$ cat src/rtl/opfwd_pkg.sv
package opfwd_pkg;

    localparam int DEF_NSRC  = 3;
    localparam int DEF_NPORT = 2;
    localparam int DEF_RW    = 5;
    localparam int DEF_DW    = 32;
    localparam int IDXW      = 8;

    // Youngest matching producer for one operand port
    typedef struct packed {
        logic            hit;
        logic [IDXW-1:0] idx;
    } hit_t;

    typedef enum logic [1:0] {
        SEL_RF   = 2'd0,
        SEL_ZERO = 2'd1,
        SEL_FWD  = 2'd2,
        SEL_HOLD = 2'd3
    } sel_e;

    function automatic sel_e choose_sel(logic is_zero, logic hit, logic en, logic rdy);
        if (is_zero)    return SEL_ZERO;
        if (!hit)       return SEL_RF;
        if (en && rdy)  return SEL_FWD;
        return SEL_HOLD;
    endfunction

endpackage

$ cat src/rtl/opfwd_match.sv
module opfwd_match
    import opfwd_pkg::*;
#(
    parameter int NSRC = DEF_NSRC,
    parameter int RW   = DEF_RW
) (
    input  logic              clk,
    input  logic              rst,
    input  logic [RW-1:0]     src,
    input  logic [NSRC-1:0]   vld,
    input  logic [NSRC*RW-1:0] dst,
    output hit_t              youngest
);

    // Scan oldest to youngest so the lowest source index wins
    always_comb begin
        youngest = '0;
        for (int i = NSRC - 1; i >= 0; i--) begin
            if (vld[i] && (dst[i*RW +: RW] == src) && (src != '0)) begin
                youngest.hit = 1'b1;
                youngest.idx = IDXW'(i);
            end
        end
    end

    AST_HIT_IS_MATCH: assert property (@(posedge clk) disable iff (rst)
        youngest.hit |-> (vld[youngest.idx] && src != '0)) else $error("hit without producer");

endmodule

$ cat src/rtl/opfwd_port_sel.sv
module opfwd_port_sel
    import opfwd_pkg::*;
#(
    parameter int NSRC = DEF_NSRC,
    parameter int RW   = DEF_RW,
    parameter int DW   = DEF_DW
) (
    input  logic                clk,
    input  logic                rst,
    input  logic [RW-1:0]       src,
    input  hit_t                hit,
    input  logic [NSRC-1:0]     en_row,
    input  logic [NSRC-1:0]     rdy,
    input  logic [NSRC*DW-1:0]  pdata,
    input  logic [DW-1:0]       rf,
    output logic [DW-1:0]       data,
    output logic [NSRC:0]       flag,
    output logic                hold
);

    logic            en_bit;
    logic            rdy_bit;
    logic [DW-1:0]   fdata;
    logic [NSRC-1:0] fwd_oh;
    sel_e            sel;

    always_comb begin
        en_bit  = 1'b0;
        rdy_bit = 1'b0;
        fdata   = '0;
        fwd_oh  = '0;
        for (int i = 0; i < NSRC; i++) begin
            if (hit.hit && hit.idx == IDXW'(i)) begin
                en_bit    = en_row[i];
                rdy_bit   = rdy[i];
                fdata     = pdata[i*DW +: DW];
                fwd_oh[i] = 1'b1;
            end
        end
        sel = choose_sel(src == '0, hit.hit, en_bit, rdy_bit);
    end

    always_comb begin
        data = '0;
        flag = '0;
        hold = 1'b0;
        unique case (sel)
            SEL_ZERO: flag[NSRC] = 1'b1;
            SEL_RF: begin
                data       = rf;
                flag[NSRC] = 1'b1;
            end
            SEL_FWD: begin
                data = fdata;
                flag = {1'b0, fwd_oh};
            end
            default: hold = 1'b1;
        endcase
    end

    AST_ZERO_REG: assert property (@(posedge clk) disable iff (rst)
        (src == '0) |-> (data == '0 && flag[NSRC] && !hold)) else $error("r0 misuse");

    AST_NO_HIT_NO_HOLD: assert property (@(posedge clk) disable iff (rst)
        !hit.hit |-> !hold) else $error("stall without producer");

    AST_FLAG_SHAPE: assert property (@(posedge clk) disable iff (rst)
        $onehot0(flag) && (hold == (flag == '0))) else $error("bad flag shape");

    for (genvar s = 0; s < NSRC; s++) begin : g_fwd_chk
        AST_FWD_LEGAL: assert property (@(posedge clk) disable iff (rst)
            flag[s] |-> (en_row[s] && rdy[s] && data == pdata[s*DW +: DW])) else $error("illegal path");
    end

endmodule

$ cat src/rtl/opfwd_unit.sv
module opfwd_unit
    import opfwd_pkg::*;
#(
    parameter int NSRC  = DEF_NSRC,
    parameter int NPORT = DEF_NPORT,
    parameter int RW    = DEF_RW,
    parameter int DW    = DEF_DW
) (
    input  logic                      clk,
    input  logic                      rst,
    input  logic [NSRC*NPORT-1:0]     cfg_mask,
    input  logic [NPORT*RW-1:0]       src_reg,
    input  logic [NPORT*DW-1:0]       rf_data,
    input  logic [NSRC-1:0]           prod_vld,
    input  logic [NSRC-1:0]           prod_rdy,
    input  logic [NSRC*RW-1:0]        prod_reg,
    input  logic [NSRC*DW-1:0]        prod_data,
    output logic [NPORT*DW-1:0]       opnd_data,
    output logic [NPORT*(NSRC+1)-1:0] path_flag,
    output logic                      stall
);

    localparam int FW = NSRC + 1;

    logic [NSRC*NPORT-1:0] cfg_q;
    logic [NPORT-1:0]      port_hold;

    // Grid is captured only while reset is held
    always_ff @(posedge clk) begin
        if (rst) cfg_q <= cfg_mask;
    end

    for (genvar p = 0; p < NPORT; p++) begin : g_port
        hit_t hit_p;

        opfwd_match #(.NSRC(NSRC), .RW(RW)) u_match (
            .clk      (clk),
            .rst      (rst),
            .src      (src_reg[p*RW +: RW]),
            .vld      (prod_vld),
            .dst      (prod_reg),
            .youngest (hit_p)
        );

        opfwd_port_sel #(.NSRC(NSRC), .RW(RW), .DW(DW)) u_sel (
            .clk    (clk),
            .rst    (rst),
            .src    (src_reg[p*RW +: RW]),
            .hit    (hit_p),
            .en_row (cfg_q[p*NSRC +: NSRC]),
            .rdy    (prod_rdy),
            .pdata  (prod_data),
            .rf     (rf_data[p*DW +: DW]),
            .data   (opnd_data[p*DW +: DW]),
            .flag   (path_flag[p*FW +: FW]),
            .hold   (port_hold[p])
        );

        AST_PORT_STALLS: assert property (@(posedge clk) disable iff (rst)
            (path_flag[p*FW +: FW] == '0) |-> stall) else $error("silent port stall");
    end

    assign stall = |port_hold;

    AST_CFG_HELD: assert property (@(posedge clk) disable iff (rst)
        !$past(rst) |-> $stable(cfg_q)) else $error("grid changed after reset");

endmodule

$ cat config.mk
export PLATFORM = sky130hd
export DESIGN_NAME = opfwd_unit
export DESIGN_NICKNAME = d
export VERILOG_FILES = /design/src/rtl/opfwd_pkg.sv /design/src/rtl/opfwd_match.sv /design/src/rtl/opfwd_port_sel.sv /design/src/rtl/opfwd_unit.sv
export SDC_FILE = /design/constraint.sdc
export NUM_CORES = 1
export LEC_CHECK = 0
export BUFFER_PORTS_ARGS = -buffer_cell sky130_fd_sc_hd__buf_4
export CAP_MARGIN = 20
export CORE_AREA = 3 3 105 107
export CTS_CLUSTER_SIZE = 14
export DETAILED_ROUTE_END_ITERATION = 7
export DIE_AREA = 0 0 108 110
export HOLD_SLACK_MARGIN = 0.15
export PLACE_DENSITY = 0.8
export SLEW_MARGIN = 30
export SYNTH_ARGS = -nofsm -noshare
export SYNTH_HDL_FRONTEND = slang
export SYNTH_HIERARCHICAL = 1
export SYNTH_SLANG_ARGS = --single-unit
$ cat constraint.sdc
create_clock -name clk -period 2.5 [get_ports clk]
set_clock_uncertainty 0.05 [all_clocks]
set_input_delay 0.125 -clock clk [delete_from_list [all_inputs] [get_ports clk]]
set_output_delay 0.125 -clock clk [all_outputs]
set_load 0.05 [all_outputs]
==> flow_summary.toml, run 1 <==
[status]
outcome = "complete, but fails checks"
violations = "negative setup slack"

[drt]
drt-total-wl_um = 21100
vias = 5447
firstDrtPassIters = 5
routed_via_density = 6.25
ant_nets = 0
wl_per_cell_um = 24.3
drt_iter0_markers = 233
drcViolationCount = 0

[logic_synthesis]
synth_area_leaders = "mux2i_1, a2bb2oi_1, o41ai_1"
synth_area_leader_cell = "mux2i_1"
synthXorXnorAreaFrac = 0.0733
syn_area_per_cell_sq_um = 8.28
synthArstFlopShare = 0
synthCells = 433
synthSimpleGateAreaFrac = 0.0939
synth_top_family_by_area = "compound AO/OA/AOI/OAI gates"
synth-seq-cells = 6
synth_compound_area_frac = 0.476
synthTopCellsByCount = "a2bb2oi_1, mux2i_1, o211ai_1, o41ai_1, clkbuf_1"
synth_top_area_frac = 0.179
synthAdderAreaFrac = 0
yosys_warnings = 6
synth_ff_type = "edfxtp_1"
synth_seq_area_share = 0.0503
synth_edf_count = 6
synth_cell_type_count = 31
netlist_area_sq_um = 3580
muxShareOfSynthArea = 0.179

[setup_path]
cp_cell_sequence = "buf_4, xnor2_1, nand4_1, or4_4, nor3b_4, buf_4, nand2b_4, o221a_4, buf_12, buf_12, o41ai_4, buf_6"
max_stage_delay_ns = 0.44
crit_fanout = 5
required_ns = 2.33
critical_path_class = "in2out"
end_kind = "output port"
cp_slowest_cell = "or4_4"
critPathArrivalTime_ns = 2.66
start_kind = "input port"

[global_routing]
grt_usage = 0.315
gr-total-overflow = 0
grt_pass1_vias = 5712
grt_max_degree = 37
grt_antenna_before_repair = 0
grt_pass1_wl_um = 29700

[cts]
clockRootBuffer = "clkbuf_8"
cts_tree = "yes"
htree_levels = 1
clock_path_buffers = 2
cts_buffers = 3
clk_pin_slew_ns = 0.04
cts.sinks = 6

[timing]
final_hold_viol_count = 0
rsz0062_at_grt = "true"
min_period_over_period = 1.13
maxSlewViolCount = 0
setup_slack_ns = -0.333
min_period_ns = 2.83
max_freq_mhz = 353
setup_viol = 69

[power_and_ir_drop]
leakagePower_nw = 4.16
switching_power_mw = 0.995
netSwitchingFraction = 0.487
power_frac_comb = 0.867
clock_power_share = 0.074
p_int_mw = 1.05
p_per_area_nw_per_um2 = 242
pwr-share-seq = 0.060
vdd_drop_max_v = 0.000374

[placed_design]
placed_cells = 831
port_buffers = 271
hpwl_um = 14500
gp_congestion = 0.880

[finish]
finish.utilization = 0.825
num_antenna_cells = 0
largest_register_ffs = 6
area_growth_pct = 135
finalNetCount = 936
top_register = "cfg_q"
finalNonFillerCells = 871
drive_above_1_share = 0.678
reg.largest.list = "cfg_q: 6 flops"

[floorplan]
die-area_sq_um = 11900
pin_count = 272
core_area_sq_um = 10200
row_count = 37
initial_core_util = 0.350
dieHeight_um = 110
die_w_um = 108

[job]
cap_viol_max_count = 0

[worst_hold_path]
hp-class = "in2reg"
through the flow:
step                instance area (sq um)  total power, mW  setup TNS [ns]  setup slack [ns]  hold WS, ns
global route                         8440             2.12          -20.89            -0.379        0.567
global placement                     7080             1.60          -15.32            -0.362        0.253
finish                               8440             2.05          -15.61            -0.333        0.571
floorplan                            4690             1.07          -27.83             -1.17        0.174
CTS                                  8120             1.98          -13.66            -0.283        0.559
detailed placement                   7080             1.63          -20.04            -0.421        0.254
area by class of cell:
| type | instances | area, sq um |
|---|---|---|
| clock buffers | 3 | 41.3 |
| flip-flops and latches | 6 | 180 |
| well taps | 136 | 170 |
| repair buffers | 367 | 3520 |
| multi-input cells | 357 | 4520 |
| fillers | 553 | 1790 |
| inverters | 2 | 7.51 |
routing by layer:
metal,vias up,global-route usage,wire [um],share of wire
met2,279,0.601,11100,0.53
met5,-,0,0,0
li1,2431,-,-,-
met3,72,0.0507,1370,0.065
met1,2665,0.346,7900,0.37
met4,0,0.125,719,0.034
power groups by stage:
stage | clock, mW | combinational, mW | sequential [mW]
2_1_floorplan | 0 | 0.947 | 0.123
3_3_place_gp | 0 | 1.48 | 0.123
3_5_place_dp | 0 | 1.51 | 0.124
4_1_cts | 0.155 | 1.70 | 0.123
5_1_grt | 0.160 | 1.84 | 0.123
6_report | 0.150 | 1.77 | 0.122
layout by cell type, fill, tap and decap left out, types with 5 or more instances in the layout:
cell and instances:
a2bb2oi_1 25, a2bb2oi_2 36, buf_12 26, buf_4 256, buf_6 66, buf_8 5
conb_1 12, dlygate4sd3_1 7, edfxtp_1 6, mux2i_1 62, nand2_1 8, nand4_1 6
o211ai_1 64, o41ai_2 10, o41ai_4 54, or4_4 6, xnor2_1 22, xor2_1 8
cells by family (layout without fill, tap and decap cells):
family / count (synthesis) / after routing
other cells: 2 / 12
buf+inv: 80 / 372
mux: 64 / 64
xor+xnor: 30 / 30
flops: 6 / 6
simple gates: 53 / 53
compound gates: 198 / 198
critical path, delay by kind of cell:
family	cells	cell delay [ns]
AO/OA/AOI/OAI	2	0.69
AND/OR/NAND/NOR	4	0.90
XOR/XNOR	1	0.14
buffers and inverters	5	0.80
timing repair:
item                                    CTS  global route
pin swaps                                28            10
cloned                                    4             4
hold buffers                              7             0
resized for setup                       125            34
endpoints found under the hold margin    12             0
setup buffers                            19             5
endpoints found under the setup margin   69            69
final timing paths:
path	startpoint	cells past startpoint	to
max	src_reg[7]	12	opnd_data[41]
min	cfg_mask[3]	2	cfg_q[3]
Power figures use the tool's default switching activity.
==> inputs of run 2 (changes only) <==
Settings changed: BUFFER_PORTS_ARGS -buffer_cell sky130_fd_sc_hd__buf_4 to default, DONT_BUFFER_PORTS from default to 1, PLACE_DENSITY 0.8 to default.
Clock period 2.5 ns to 3.6 ns, I/O delays scaled along.
==> flow_summary.toml, run 2 (synthesis gave the netlist of run 1 again) <==
[drt]
wl_per_cell_um = 26.1
drcViolationCount = 0
vias = 4147
drt-total-wl_um = 15800
drt_iter0_markers = 355
ant_nets = 0
firstDrtPassIters = 4
routed_via_density = 6.87

[timing]
min_period_ns = 3.24
final_hold_viol_count = 0
max_freq_mhz = 308
setup_viol = 0
relSlewSlack = 0.554
hold_slack_ns = 0.549
rsz0062_at_grt = "false"
min_period_over_period = 0.901
tightest_slew_ns = 0.669
maxSlewViolCount = 0

[finish]
area_growth_pct = 32.9
reg.largest.list = "cfg_q: 6 flops"
num_antenna_cells = 0
drive_above_1_share = 0.376
layout_commonest_cell = "buf_4"
final_cell_mix = "buf_4, mux2i_1, a2bb2oi_1, o211ai_1, o41ai_2"
largest_register_ffs = 6
top_register = "cfg_q"
finalNetCount = 669
fin_area_sq_um = 4770

[setup_path]
end_kind = "output port"
cp_num_buf_inv = 3
cp_slowest_cell = "or4_1"
cp_cell_sequence = "or4_1, nor2_1, or4_1, nor3b_4, buf_4, nand4bb_1, o221a_2, buf_12, o21ba_1, or2_1, buf_12"
start_kind = "input port"
critical_path_class = "in2out"
max_stage_delay_ns = 0.51
critPathArrivalTime_ns = 3.01
crit_fanout = 23
required_ns = 3.37
cp_top_family = "simple AND/OR/NAND/NOR gates"

[floorplan]
core_area_sq_um = 10200
dieHeight_um = 110
row_count = 37
initial_core_util = 0.350
die_w_um = 108
pin_count = 272
die-area_sq_um = 11900

[cts]
cts_resized = 0
htree_levels = 1
cts.sinks = 6
post-cts-setup-buffers = 0
cts_buffers = 3
clockRootBuffer = "clkbuf_8"
clock_path_buffers = 2
clk_pin_slew_ns = 0.03
cts_tree = "yes"

[global_routing]
grt_antenna_before_repair = 0
gr-total-overflow = 0
grt_pass1_wl_um = 22800
grt_max_degree = 38
grt_usage = 0.241
grt_pass1_vias = 4310

[power_and_ir_drop]
vdd_drop_max_v = 0.000264
power_frac_comb = 0.796
p_per_area_nw_per_um2 = 187
totalPowerFinal_mw = 0.889
clock_power_share = 0.109
pwr-share-seq = 0.096
netSwitchingFraction = 0.531
p_int_mw = 0.417
switching_power_mw = 0.472
leakagePower_nw = 1.59

[placed_design]
place_area_sq_um = 4600
hpwl_um = 12100
port_buffers = 0
gp_congestion = 0.805

[job]
cap_viol_max_count = 0

[status]
outcome = "complete, no violations"

[worst_hold_path]
hp-class = "in2reg"
[run 2: cell count changes in the layout (fill, tap and decap cells not counted), moves of 6 or more]
cell / delta
or4_1: +6
buf_12: -22
o41ai_2: +54
buf_6: -66
or4_4: -6
o41ai_4: -54
buf_4: -169
a2bb2oi_2: -36
a2bb2oi_1: +39
[run 2: layout make-up]
type | count | area [sq um]
timing repair buffer | 100 | 858
multi-input combinational | 357 | 3510
tap | 136 | 170
clock buffer | 3 | 41.3
inverter | 2 | 7.51
sequential | 6 | 180
fill | 992 | 5470
[run 2: metal layers]
layer	up-vias	share of wire	track usage
met3	25	0.092	0.0437
met5	-	0	0
met4	0	0.014	0.0532
li1	1870	-	-
met2	241	0.50	0.435
met1	2011	0.40	0.299
[run 2: worst paths after layout]
kind | start | end | cells after the start
worst max-delay path | src_reg[2] | stall | 11
worst min-delay path | cfg_mask[2] | cfg_q[2] | 1
[run 2: power by group through the flow]
stage / Combinational (mW) / Sequential, mW / Clock (mW)
finish: 0.708 / 0.0850 / 0.0966
global route: 0.746 / 0.0853 / 0.105
CTS: 0.700 / 0.0851 / 0.0977
detailed placement: 0.692 / 0.0861 / 0
global placement: 0.683 / 0.0862 / 0
floorplan: 0.535 / 0.0855 / 0
[run 2: timing repair]
item                                    CTS  global route
hold buffers                              7             0
endpoints found under the hold margin    12             0
endpoints found under the setup margin    0             0
[run 2: metrics by stage]
stage,utilization,setup TNS [ns],std cells,setup slack [ns]
6_report,0.466,0,604,0.357
5_1_grt,0.466,0,604,0.128
4_1_cts,0.460,0,602,0.336
3_5_place_dp,0.450,0,592,0.343
3_3_place_gp,0.449,0,592,0.362
2_1_floorplan,-,-5.59,443,-0.208
